`src/rtl/ocb_pkg.sv`:
```
package ocb_pkg;

    localparam int OCB_NSRC  = 4;
    localparam int OCB_DIV_W = 10;

    typedef enum logic [1:0] {
        SRC_PLL_A = 2'd0,
        SRC_PLL_B = 2'd1,
        SRC_PLL_C = 2'd2,
        SRC_REF   = 2'd3
    } ocb_src_e;

    typedef enum logic {
        DIV_FIXED2 = 1'b0,
        DIV_PLUS2  = 1'b1
    } ocb_div_mode_e;

    typedef struct packed {
        logic invert;
        logic enable;
        logic halt;
    } ocb_gate_t;

    // Division ratio selected by the mode bit.
    function automatic int unsigned ratio_of(int unsigned val, ocb_div_mode_e mode);
        return (mode == DIV_PLUS2) ? val + 32'd2 : 32'd2;
    endfunction

    // Number of source edges spent in the high phase.
    function automatic int unsigned high_len(int unsigned n);
        return (n + 32'd1) / 32'd2;
    endfunction

endpackage

```
`src/rtl/ocb_src_mux.sv`:
```
module ocb_src_mux #(
    parameter int NSRC  = 4,
    parameter int SEL_W = 2
) (
    input  logic             clk,
    input  logic             rst,
    input  logic [NSRC-1:0]  src_i,
    input  logic [SEL_W-1:0] sel_i,
    output logic             rise_o,
    output logic             dly_o
);

    logic pick;
    logic dly_q;

    always_comb begin
        pick = 1'b0;
        for (int k = 0; k < NSRC; k++) begin
            if (int'(sel_i) == k) begin
                pick = src_i[k];
            end
        end
    end

    always_ff @(posedge clk) begin
        if (rst) begin
            dly_q <= 1'b0;
        end else begin
            dly_q <= pick;
        end
    end

    assign rise_o = pick & ~dly_q;
    assign dly_o  = dly_q;

endmodule

```
`src/rtl/ocb_post_div.sv`:
```
module ocb_post_div
    import ocb_pkg::*;
#(
    parameter int DIV_W = OCB_DIV_W
) (
    input  logic             clk,
    input  logic             rst,
    input  logic             rise_i,
    input  logic             pwr_i,
    input  logic [DIV_W-1:0] val_i,
    input  ocb_div_mode_e    mode_i,
    output logic             lvl_o
);

    localparam int CNT_W = DIV_W + 1;

    logic [CNT_W-1:0] cnt_q;
    logic [CNT_W-1:0] n_q;
    logic [CNT_W-1:0] n_cfg;
    logic [CNT_W-1:0] n_last;
    logic [CNT_W-1:0] n_high;
    logic             run_q;

    assign n_cfg  = CNT_W'(ratio_of(int'(val_i), mode_i));
    assign n_last = n_q - CNT_W'(1);
    assign n_high = CNT_W'(high_len(int'(n_q)));

    always_ff @(posedge clk) begin
        if (rst) begin
            run_q <= 1'b0;
            cnt_q <= '0;
            n_q   <= CNT_W'(2);
        end else if (!pwr_i) begin
            run_q <= 1'b0;
            cnt_q <= '0;
        end else if (rise_i) begin
            if (!run_q) begin
                run_q <= 1'b1;
                cnt_q <= '0;
                n_q   <= n_cfg;
            end else if (cnt_q == n_last) begin
                cnt_q <= '0;
                n_q   <= n_cfg;
            end else begin
                cnt_q <= cnt_q + CNT_W'(1);
            end
        end
    end

    assign lvl_o = run_q && (cnt_q < n_high);

endmodule

```
`src/rtl/ocb_out_gate.sv`:
```
module ocb_out_gate
    import ocb_pkg::*;
(
    input  logic      clk,
    input  logic      rst,
    input  logic      lvl_i,
    input  ocb_gate_t ctl_i,
    output logic      out_o
);

    logic pass;
    logic out_q;

    assign pass = lvl_i & ctl_i.enable & ~ctl_i.halt;

    always_ff @(posedge clk) begin
        if (rst) begin
            out_q <= 1'b0;
        end else begin
            out_q <= pass ^ ctl_i.invert;
        end
    end

    assign out_o = out_q;

endmodule

```
`src/rtl/ocb_bank.sv`:
```
module ocb_bank
    import ocb_pkg::*;
#(
    parameter int NSRC    = OCB_NSRC,
    parameter int DIV_W   = OCB_DIV_W,
    parameter int SEL_W   = $clog2(NSRC),
    parameter bit HAS_DIV = 1'b1
) (
    input  logic             clk,
    input  logic             rst,
    input  logic [NSRC-1:0]  src_i,
    input  logic [SEL_W-1:0] sel_i,
    input  logic [DIV_W-1:0] div_val_i,
    input  logic             div_mode_i,
    input  logic             div_pwr_i,
    input  logic             invert_i,
    input  logic             oe_i,
    input  logic             shutdown_i,
    output logic             clk_o
);

    logic      src_rise;
    logic      src_dly;
    logic      pd_lvl;
    logic      div_lvl;
    ocb_gate_t gate_ctl;

    ocb_src_mux #(
        .NSRC  (NSRC),
        .SEL_W (SEL_W)
    ) u_mux (
        .clk    (clk),
        .rst    (rst),
        .src_i  (src_i),
        .sel_i  (sel_i),
        .rise_o (src_rise),
        .dly_o  (src_dly)
    );

    generate
        if (HAS_DIV) begin : g_div
            ocb_post_div #(
                .DIV_W (DIV_W)
            ) u_div (
                .clk    (clk),
                .rst    (rst),
                .rise_i (src_rise),
                .pwr_i  (div_pwr_i),
                .val_i  (div_val_i),
                .mode_i (ocb_div_mode_e'(div_mode_i)),
                .lvl_o  (pd_lvl)
            );
        end else begin : g_nodiv
            assign pd_lvl = 1'b0;
        end
    endgenerate

    assign div_lvl = HAS_DIV ? pd_lvl : src_dly;

    always_comb begin
        gate_ctl.invert = invert_i;
        gate_ctl.enable = oe_i;
        gate_ctl.halt   = shutdown_i;
    end

    ocb_out_gate u_gate (
        .clk   (clk),
        .rst   (rst),
        .lvl_i (div_lvl),
        .ctl_i (gate_ctl),
        .out_o (clk_o)
    );

endmodule

```
`config.mk`:
```
export PLATFORM = sky130hd
export DESIGN_NAME = ocb_bank
export DESIGN_NICKNAME = d
export VERILOG_FILES = /design/src/rtl/ocb_pkg.sv /design/src/rtl/ocb_src_mux.sv /design/src/rtl/ocb_post_div.sv /design/src/rtl/ocb_out_gate.sv /design/src/rtl/ocb_bank.sv
export SDC_FILE = /design/constraint.sdc
export NUM_CORES = 1
export LEC_CHECK = 0
export ABC_AREA = 1
export CAP_MARGIN = 20
export CORE_MARGIN = 4
export CORE_UTILIZATION = 57
export CTS_CLUSTER_SIZE = 14
export DETAILED_ROUTE_END_ITERATION = 12
export GPL_ROUTABILITY_DRIVEN = 0
export HOLD_SLACK_MARGIN = 0.15
export PLACE_DENSITY_LB_ADDON = 0.1
export SYNTH_ARGS = -nofsm -noshare
export SYNTH_HDL_FRONTEND = slang
export SYNTH_SLANG_ARGS = --single-unit
export TNS_END_PERCENT = 5
```
`constraint.sdc`:
```
create_clock -name clk -period 2.4 [get_ports clk]
set_clock_uncertainty 0.15 [all_clocks]
set_input_delay 0.36 -clock clk [delete_from_list [all_inputs] [get_ports clk]]
set_output_delay 0.36 -clock clk [all_outputs]
set_load 0.02 [all_outputs]
```
Word level (Yosys, flattened, before mapping)
Cells that the tools add are included.
Word-level totals
  register bits after elaboration: 25
  bits of input ports: 23
  output and inout bits: 1
Cells by class
  add/sub/neg operators: 4
  magnitude comparators: 1
  eq/ne operators: 5
  multiplexer cells: 9
  bitwise gates (word level): 7
  reduce and logical (&&, ||, !) cells: 4
Operator list (number)
  $mux W11: 5
  $add A11 B1 Y12 const B: 1
  $add A10 B2 Y11 const B: 1
  $add A11 B1 Y11 const B: 1
  $eq A11 B11 Y1: 1
  $lt A11 B11 Y1: 1
  $sub A11 B1 Y11 const B: 1
  $eq A2 B2 Y1 const B: 2
  $mux W1: 4
  $and A1 B1 Y1: 3
  $not A1 Y1: 3
  $reduce_and A3 Y1: 1
  $eq A2 B1 Y1 const B: 1
  $logic_not A2 Y1: 1
  $ne A2 B2 Y1 const B: 1
  $reduce_or A2 Y1: 1
  $logic_and A1 B1 Y1: 1
  $xor A1 B1 Y1: 1

Logic depth before layout (Yosys ltp)
Gate-level depths: netlist of the first run.
  word-level depth: 7
  gate-level depth with buffers: 17
  depth with buffers taken out: 16

Hierarchy
A second synthesis of the first run with hierarchy kept.
Second synthesis, totals
  cell total of the unflattened synthesis: 335
  area total of the unflattened synthesis: 2048.2 sq um
By module, submodules not included
  ocb_post_div: instances 1, cells each 314, area an instance 1931.9 sq um
  ocb_src_mux: instances 1, cells each 12, area an instance 63.8 sq um
  ocb_out_gate: instances 1, cells each 9, area an instance 52.6 sq um

Worst setup path before layout of the first run
OpenSTA, ideal clock, no wires.
  path type: register to register
  start point: reg g_div.u_div.n_q[1]
  end point: reg u_gate.out_q (netlist: u_gate.out_o)
  arrival time: 1958 ps
  data required time: 2180 ps
  slack: 222 ps
  stages on the path, launching flop included: 16
  period minus slack after synthesis: 2178 ps
  path through: dfxtp_1 > ha_1 > nand2_1 > nor2_1 > inv_1 > o21ai_0 > o21ai_0 > ha_1 > nand2_1 > o21ai_0 > a21oi_1 > o21ai_0 > nand3_1 > nand2_1 > nand2_1 > a21oi_1
On the way
  cells in the longest elaborated chain, start to end: 6
Ends and longest elaborated chain
  start: declaration: line ocb_post_div.sv:18  | logic [CNT_W-1:0] n_q;
  start signal: assignment: line ocb_post_div.sv:40  | n_q <= n_cfg;
  start signal: assignment: line ocb_post_div.sv:43  | n_q <= n_cfg;
  $add A11 B1 Y12: line ocb_pkg.sv:31  | return (n + 32'd1) / 32'd2;
  $lt A11 B11 Y1: line ocb_post_div.sv:50  | assign lvl_o = run_q && (cnt_q < n_high);
  $logic_and A1 B1 Y1: line ocb_post_div.sv:50
  $and A1 B1 Y1 (2 in a row): line ocb_out_gate.sv:14  | assign pass = lvl_i & ctl_i.enable & ~ctl_i.halt;
  $xor A1 B1 Y1: line ocb_out_gate.sv:20  | out_q <= pass ^ ctl_i.invert;
  end signal: assignment: line ocb_out_gate.sv:20
  end: declaration: line ocb_out_gate.sv:12  | logic out_q;
Every way passes these cells.
A chain may end at the register's enable or synchronous reset.

Final worst setup path of the first run
  start point: reg g_div.u_div.n_q[0]
  end point: reg u_gate.out_q (netlist: u_gate.out_o)
Same word-level chain as after synthesis.

==> metrics, run 1 <==
initial antenna violation count 0; Clock Tree Buf Depth 2; Vias per Instance 5.31; Syn Inst Count 353; antenna-violating nets left 0; Pins Over Slew Limit 0; core area about 0.0037 sq mm; CTS Sinks 25; ratio of cells with drive above 1 in the final layout ~14%; CP startpoint kind flip-flop; Clock Power Share 23.2%; IO buf count 23; RSZ-0062 raised after global routing yes; async set-reset flop share out of synthesis 0%; Post-synth EDFFs 0; Seq cells post-synth 25; drt wl/cell 12.2 um; critical-path maximum fanout 4; final hold violation count 0; kind of critical path flip-flop to flip-flop; Avg Cell Area, Syn between 6 and 7 sq um; fin crit share 95.3%; commonest non-fill, non-tap cell in the layout nand2_1; global-route wire length before repair 8380 um; P&R area growth vs syn 23.3%; Worst-path clk slew 0.09 ns; # setup viols final 0; I/O pins 24; GRT overflow 0; combinational share of power between 30% and 40%; status finished clean; top cells by area, synth dfxtp_1 (23%), nand2_1 (17%), inv_1 (8.9%); crit path time final between 2 and 2.5 ns; area leader, netlist dfxtp_1; hold crit path type flip-flop to flip-flop; leakage 1.20 nW; Starting Density between 50% and 60%; Layout Nets ~420; Clock Latency Late Sink between 0.2 and 0.3 ns; max cap viols 0; top-area cell type share of the netlist area 23.3%; vias in the first global route 2,001; PwrDens about 410 mW/mm^2; largest net degree at the start of global routing 17; most frequent cells in the layout nand2_1 (93), inv_1 (49), nor2_1 (37), nand3_1 (27), clkdlybuf4s50_1 (23); TritonCTS buffer count 3; YS warnings 0; Critical Path AT 2.35 ns; CTS H-tree lvls 1; Post-Route WL 5310 um; Switching Share 34.9%; Remaining DRCs 0; placement-stage cell area 0.00248 sq mm; CP Data Required Time between 2 and 2.5 ns; Max VDD drop 243 uV; Final Util 72.4%; Die Wd roughly 69 um; Switch Pwr 0.383 mW; diodes inserted 0; initial DRC count 100; slew margin rel. between 60% and 70%; predominant post-synthesis flop cell dfxtp_1; slew of the pin with the lowest slew margin roughly 0.56 ns; Mapped Area 0.00215 sq mm; Pre-antenna DRT Iters 4; Distinct cells, synth 30; Internal Power 0.713 mW; Reg power frac 41.9%; GR Util All Layers 20.9%; highest clock rate 0.437 GHz; sequential share of the synthesized area 23.3%; CTS Root Cell clkbuf_8; DIE HEIGHT around 69 um; dpl hpwl 4030 um; DIE AREA a little under 0.005 sq mm; Fin Hold WS about 0.35 ns; CTS tree yes; # rows 22; Design Area, Final 0.00265 sq mm; Vias 2,304; Syn Nets 390; Setup crit end kind flip-flop
-- synthesized netlist by cell type (all sizes together), types with 2 or more instances --
| library cell | instances |
|---|---|
| nand3 | 31 |
| or2 | 2 |
| xor2 | 12 |
| inv | 54 |
| nor4 | 2 |
| nor3 | 11 |
| clkbuf | 3 |
| a21oi | 12 |
| nor2 | 47 |
| nand3b | 4 |
| dfxtp | 25 |
| o21ai | 11 |
| o211ai | 3 |
| ha | 14 |
| nand4 | 16 |
| buf | 4 |
| nand2 | 98 |
-- layout make-up --
type / count / area [sq um]
clock inverters: 1 / 5.00
repair buffers: 35 / 337
clock buffers: 3 / 41.3
fillers: 306 / 1010
inverters: 55 / 206
flip-flops and latches: 25 / 509
multi-input cells: 267 / 1490
well taps: 48 / 60.1
-- registers in the layout, indices dropped and copies added (netlist names) --
register	count
g_div.u_div.cnt_q	11
g_div.u_div.n_q	11
g_div.u_div.run_q	1
u_gate.out_o	1
u_mux.dly_o	1
-- per-layer routing --
layer	part of all wire [%]	track usage [%]
met5	0	0
met4	1.2	6.72
met3	5.3	2.46
met2	49	36.5
met1	45	26.6
-- worst paths after layout --
kind,from,endpoint,slack (ns),depth (start not counted)
setup / recovery,g_div.u_div.n_q[0],u_gate.out_o,0.11,15
hold / removal,g_div.u_div.n_q[1],g_div.u_div.n_q[1],0.35,2
setup reg to reg,g_div.u_div.n_q[0],u_gate.out_o,0.11,15
hold reg to reg,g_div.u_div.n_q[1],g_div.u_div.n_q[1],0.35,2
-- critical path, stage by stage, from the launching register on --
cell,delay (ns)
dfxtp_4,0.38
ha_2,0.18
nand2_1,0.07
nor2_2,0.12
inv_2,0.06
o21ai_1,0.12
o21ai_1,0.10
ha_1,0.31
nand2_2,0.09
o21ai_2,0.14
a21oi_2,0.05
o21ai_2,0.14
nand3_1,0.10
nand2_1,0.07
nand2_1,0.06
a21oi_2,0.10
-- what timing repair did --
action / in CTS / in global routing
gates resized for setup: 3 / 30
setup endpoints to repair: 1 / 19
buffers inserted: 0 / 1
gates cloned: 0 / 2
hold buffers: 0 / 0
pin swaps: 0 / 11
-- stage by stage --
step | TNS, ns | power (mW) | std cells | setup slack (ns)
after floorplan | 0 | 0.700 | 353 | 0.222
after global routing | -0.119 | 1.17 | 434 | -0.0569
after CTS | 0 | 1.06 | 431 | 0.0503
after detailed placement | 0 | 0.812 | 427 | 0.00507
final | 0 | 1.10 | 434 | 0.112
after global placement | 0 | 0.805 | 427 | 0.111
-- kinds of logic after synthesis --
kind of cell	count (synthesis)	share of synthesized area [%]
AND/OR/NAND/NOR	211	44.5
buffers and inverters	62	11.6
AO/OA/AOI/OAI	28	7.16
flip-flops	25	23.3
adder cells (fa/ha/maj)	14	8.15
XOR/XNOR	13	5.30
-- power groups by stage --
stage	combinational [mW]	clock (mW)	sequential [mW]
floorplan	0.236	0	0.464
global placement	0.341	0	0.464
detailed placement	0.347	0	0.465
CTS	0.352	0.254	0.456
global route	0.432	0.272	0.461
finish	0.383	0.254	0.459
Note: power is estimated with default switching activity, not from simulation.
==> inputs of run 2 (changes only) <==
--- a/config.mk
+++ b/config.mk
@@ -17,4 +17,4 @@
 export SYNTH_ARGS = -nofsm -noshare
 export SYNTH_HDL_FRONTEND = slang
 export SYNTH_SLANG_ARGS = --single-unit
-export TNS_END_PERCENT = 5
+export TNS_END_PERCENT = 50
==> results of run 2 <==
No change in the layout: final DEF, timing and power equal those of run 1.
==> inputs of run 3 (changes only) <==
--- a/config.mk
+++ b/config.mk
@@ -8,9 +8,10 @@
 export ABC_AREA = 1
 export CAP_MARGIN = 20
 export CORE_MARGIN = 4
-export CORE_UTILIZATION = 57
+export CORE_UTILIZATION = 64
 export CTS_CLUSTER_SIZE = 14
 export DETAILED_ROUTE_END_ITERATION = 12
+export DONT_BUFFER_PORTS = 1
 export GPL_ROUTABILITY_DRIVEN = 0
 export HOLD_SLACK_MARGIN = 0.15
 export PLACE_DENSITY_LB_ADDON = 0.1
==> run 3 against run 2 <==
Effect of this change: sequential share of layout area up 1.2 points; design area shrank 6.5%; register-to-register slack got worse by 0.06 ns; non-clock buffer count fell by 13; maximum frequency down 2.4%; routed wire length up 4.1%; hold slack got worse by 0.19 ns; largest power group unchanged; highest routed layer unchanged.
==> metrics, run 3 (synthesized netlist as in run 1, its figures left out) <==
highest clock rate 0.427 GHz (-2.4%); DIE HEIGHT 66.0 um (-5.0%); CP most frequent cell a21oi_1; pre-CTS WS 0.00183 ns (-0.00324 ns); Pre-antenna DRT Iters 4 (unchanged); reg2reg end u_gate.out_o; Vias 2,286 (-0.78%); leakage 1.15 nW (-4.1%); CP startpoint kind flip-flop; cell family with most CP delay compound AO/OA/AOI/OAI gates; Vias per Instance 5.50 (+3.5%); CTS Sinks 25 (unchanged); Worst-path clk slew 0.14 ns (+0.05 ns); Critical Path AT 2.46 ns (+0.11 ns); final setup margin 0.0555 ns (-0.0565 ns); diodes inserted 0 (unchanged); placement-stage cell area 0.00223 sq mm (-10%); hold crit path type input port to flip-flop; kind of critical path flip-flop to flip-flop; Largest regs g_div.u_div.cnt_q: 11 flops, g_div.u_div.n_q: 11 flops; CTS tree yes; # setup viols final 0 (unchanged); PwrDens 405 mW/mm^2 (-2.1%); commonest non-fill, non-tap cell in the layout nand2_1; Setup crit end kind flip-flop; critical path, cell by cell nand3_1, nor2_2, buf_4, xor2_1, ha_1, a21oi_1, o21ai_1, a21oi_1, o21ai_1, nand3_1, nand3b_1, a21oi_1; fin crit share 97.7% (+2.4 points); DIE AREA 0.00435 sq mm (-9.7%); CTS Root Cell clkbuf_4; Internal Power 0.637 mW (-11%); Hold Crit Endpoint u_gate.out_o; IO buf count 0 (-100%); combinational share of power 34.6% (-0.3 points); ratio of cells with drive above 1 in the final layout 13.4% (-0.55 points); RSZ-0062 raised after global routing yes; max cap viols 0 (unchanged); Starting Density 68.7% (+10 points); critical-path maximum fanout 4 (unchanged); GRT overflow 0 (unchanged); worst hold path startpoint oe_i; largest net degree at the start of global routing 17 (unchanged); # rows 20 (-9.1%); I/O pins 24 (unchanged); crit path time final 2.34 ns (+0.0565 ns); drt wl/cell 13.3 um (+8.6%); P&R area growth vs syn 15.3%; CP Data Required Time 2.52 ns (+0.05 ns); antenna-violating nets left 0 (unchanged); Total Neg Setup Slack 0 ns (unchanged); Max stage delay cell, worst path dfxtp_4; Post-Route WL 5520 um (+4.1%); cell depth of the worst setup path 12 (-3); CTS H-tree lvls 1 (unchanged); slew margin rel. 73.6% (+11 points); vias in the first global route 2,031 (+1.5%); Overall Power 1.00 mW (-8.5%); core area 0.00313 sq mm (-15%); Reg-to-Reg Start g_div.u_div.n_q[1]; CP Buf/Inv Count 1 (unchanged); Reg power frac 45.8% (+3.9 points); Clock Latency Late Sink 0.32 ns (+0.05 ns); most frequent cells in the layout nand2_1 (95), inv_1 (48), nor2_1 (36), nand3_1 (27), dfxtp_1 (23); Max stage delay on crit path 0.40 ns (+0.02 ns); Design Area, Final 0.00248 sq mm (-6.5%); Switching Share 36.5% (+1.6 points); GR Util All Layers 25.2% (+4.3 points); Layout Nets 410 (-3.3%); Die Wd 66.0 um (-5.0%); slew of the pin with the lowest slew margin 0.395 ns (-0.165 ns); Reg2Reg Setup Slack 0.06 ns (-0.06 ns); initial DRC count 148 (+48%); worst reg-to-reg path cell count 12 (-3); Fin Hold WS 0.159 ns (-0.194 ns); Switch Pwr 0.366 mW (-4.4%); Pins Over Slew Limit 0 (unchanged); Clock Tree Buf Depth 2 (unchanged); final hold violation count 0 (unchanged); status finished clean; TritonCTS buffer count 3 (unchanged); Clock Power Share 19.5% (-3.7 points); dpl hpwl 3820 um (-5.1%); FILL cells 232 (-24%); Max VDD drop 348 uV (+43%); hold path depth 4 (+2); global-route wire length before repair 8670 um (+3.4%); initial antenna violation count 0 (unchanged); Remaining DRCs 0 (unchanged)
-- run 3: power by group through the flow --
stage | clock, mW | combinational [mW] | sequential (mW)
floorplan | 0 | 0.236 | 0.464
global placement | 0 | 0.291 | 0.465
detailed placement | 0 | 0.295 | 0.466
CTS | 0.197 | 0.315 | 0.457
global route | 0.211 | 0.391 | 0.462
finish | 0.196 | 0.347 | 0.459
-- run 3: metrics by stage --
stage | util (%) | cells
after global placement | 71.4 | 398
final | 79.2 | 416
after global routing | 79.2 | 416
after CTS | 75.2 | 411
after detailed placement | 71.4 | 398
after floorplan | - | 353
-- run 3: metal layers --
layer / routed length [um] / track usage, %
met5: 0 / 0
met4: 133 / 8.38
met3: 425 / 4.93
met2: 2610 / 41.2
met1: 2350 / 33.1
-- run 3: layout make-up --
| class | instances | area, sq um | share of cell area (%) |
|---|---|---|---|
| Multi-Input combinational cell | 266 | 1480 | 59.7 |
| Sequential cell | 25 | 505 | 20.4 |
| Tap cell | 44 | 55.1 | 2.22 |
| Clock buffer | 4 | 26.3 | 1.06 |
| Inverter | 55 | 206 | 8.33 |
| Timing Repair Buffer | 22 | 205 | 8.28 |
-- run 3: worst reg2reg max path: cells and delay by family, from the launching register on --
kind	cells	cell delay [ns]
buffers and inverters	1	0.14
AND/OR/NAND/NOR	4	0.49
flip-flops	1	0.40
adder cells (fa/ha/maj)	1	0.26
XOR/XNOR	1	0.16
AO/OA/AOI/OAI	5	0.66
-- run 3: how the worst max path moves through the flow --
| stage | start | endpoint | slack, ns |
|---|---|---|---|
| 5_1_grt | g_div.u_div.n_q[1] | u_gate.out_o | -0.11 |
| 2_1_floorplan | g_div.u_div.n_q[1] | u_gate.out_o | 0.22 |
| 3_3_place_gp | g_div.u_div.n_q[0] | g_div.u_div.n_q[1] | 0.15 |
| 6_report | g_div.u_div.n_q[1] | u_gate.out_o | 0.06 |
| 3_5_place_dp | g_div.u_div.n_q[0] | u_gate.out_o | 0.002 |
| 4_1_cts | g_div.u_div.n_q[0] | g_div.u_div.n_q[5] | 0.006 |
-- run 3: repair_timing --
| item | 4_1_cts | 5_1_grt |
|---|---|---|
| setup endpoints to repair | 1 | 22 |
| buffers inserted | 2 | 4 |
| resized for setup | 5 | 24 |
| hold buffers | 7 | 1 |
| endpoints found under the hold margin | 15 | 1 |
| pin swaps | 0 | 4 |
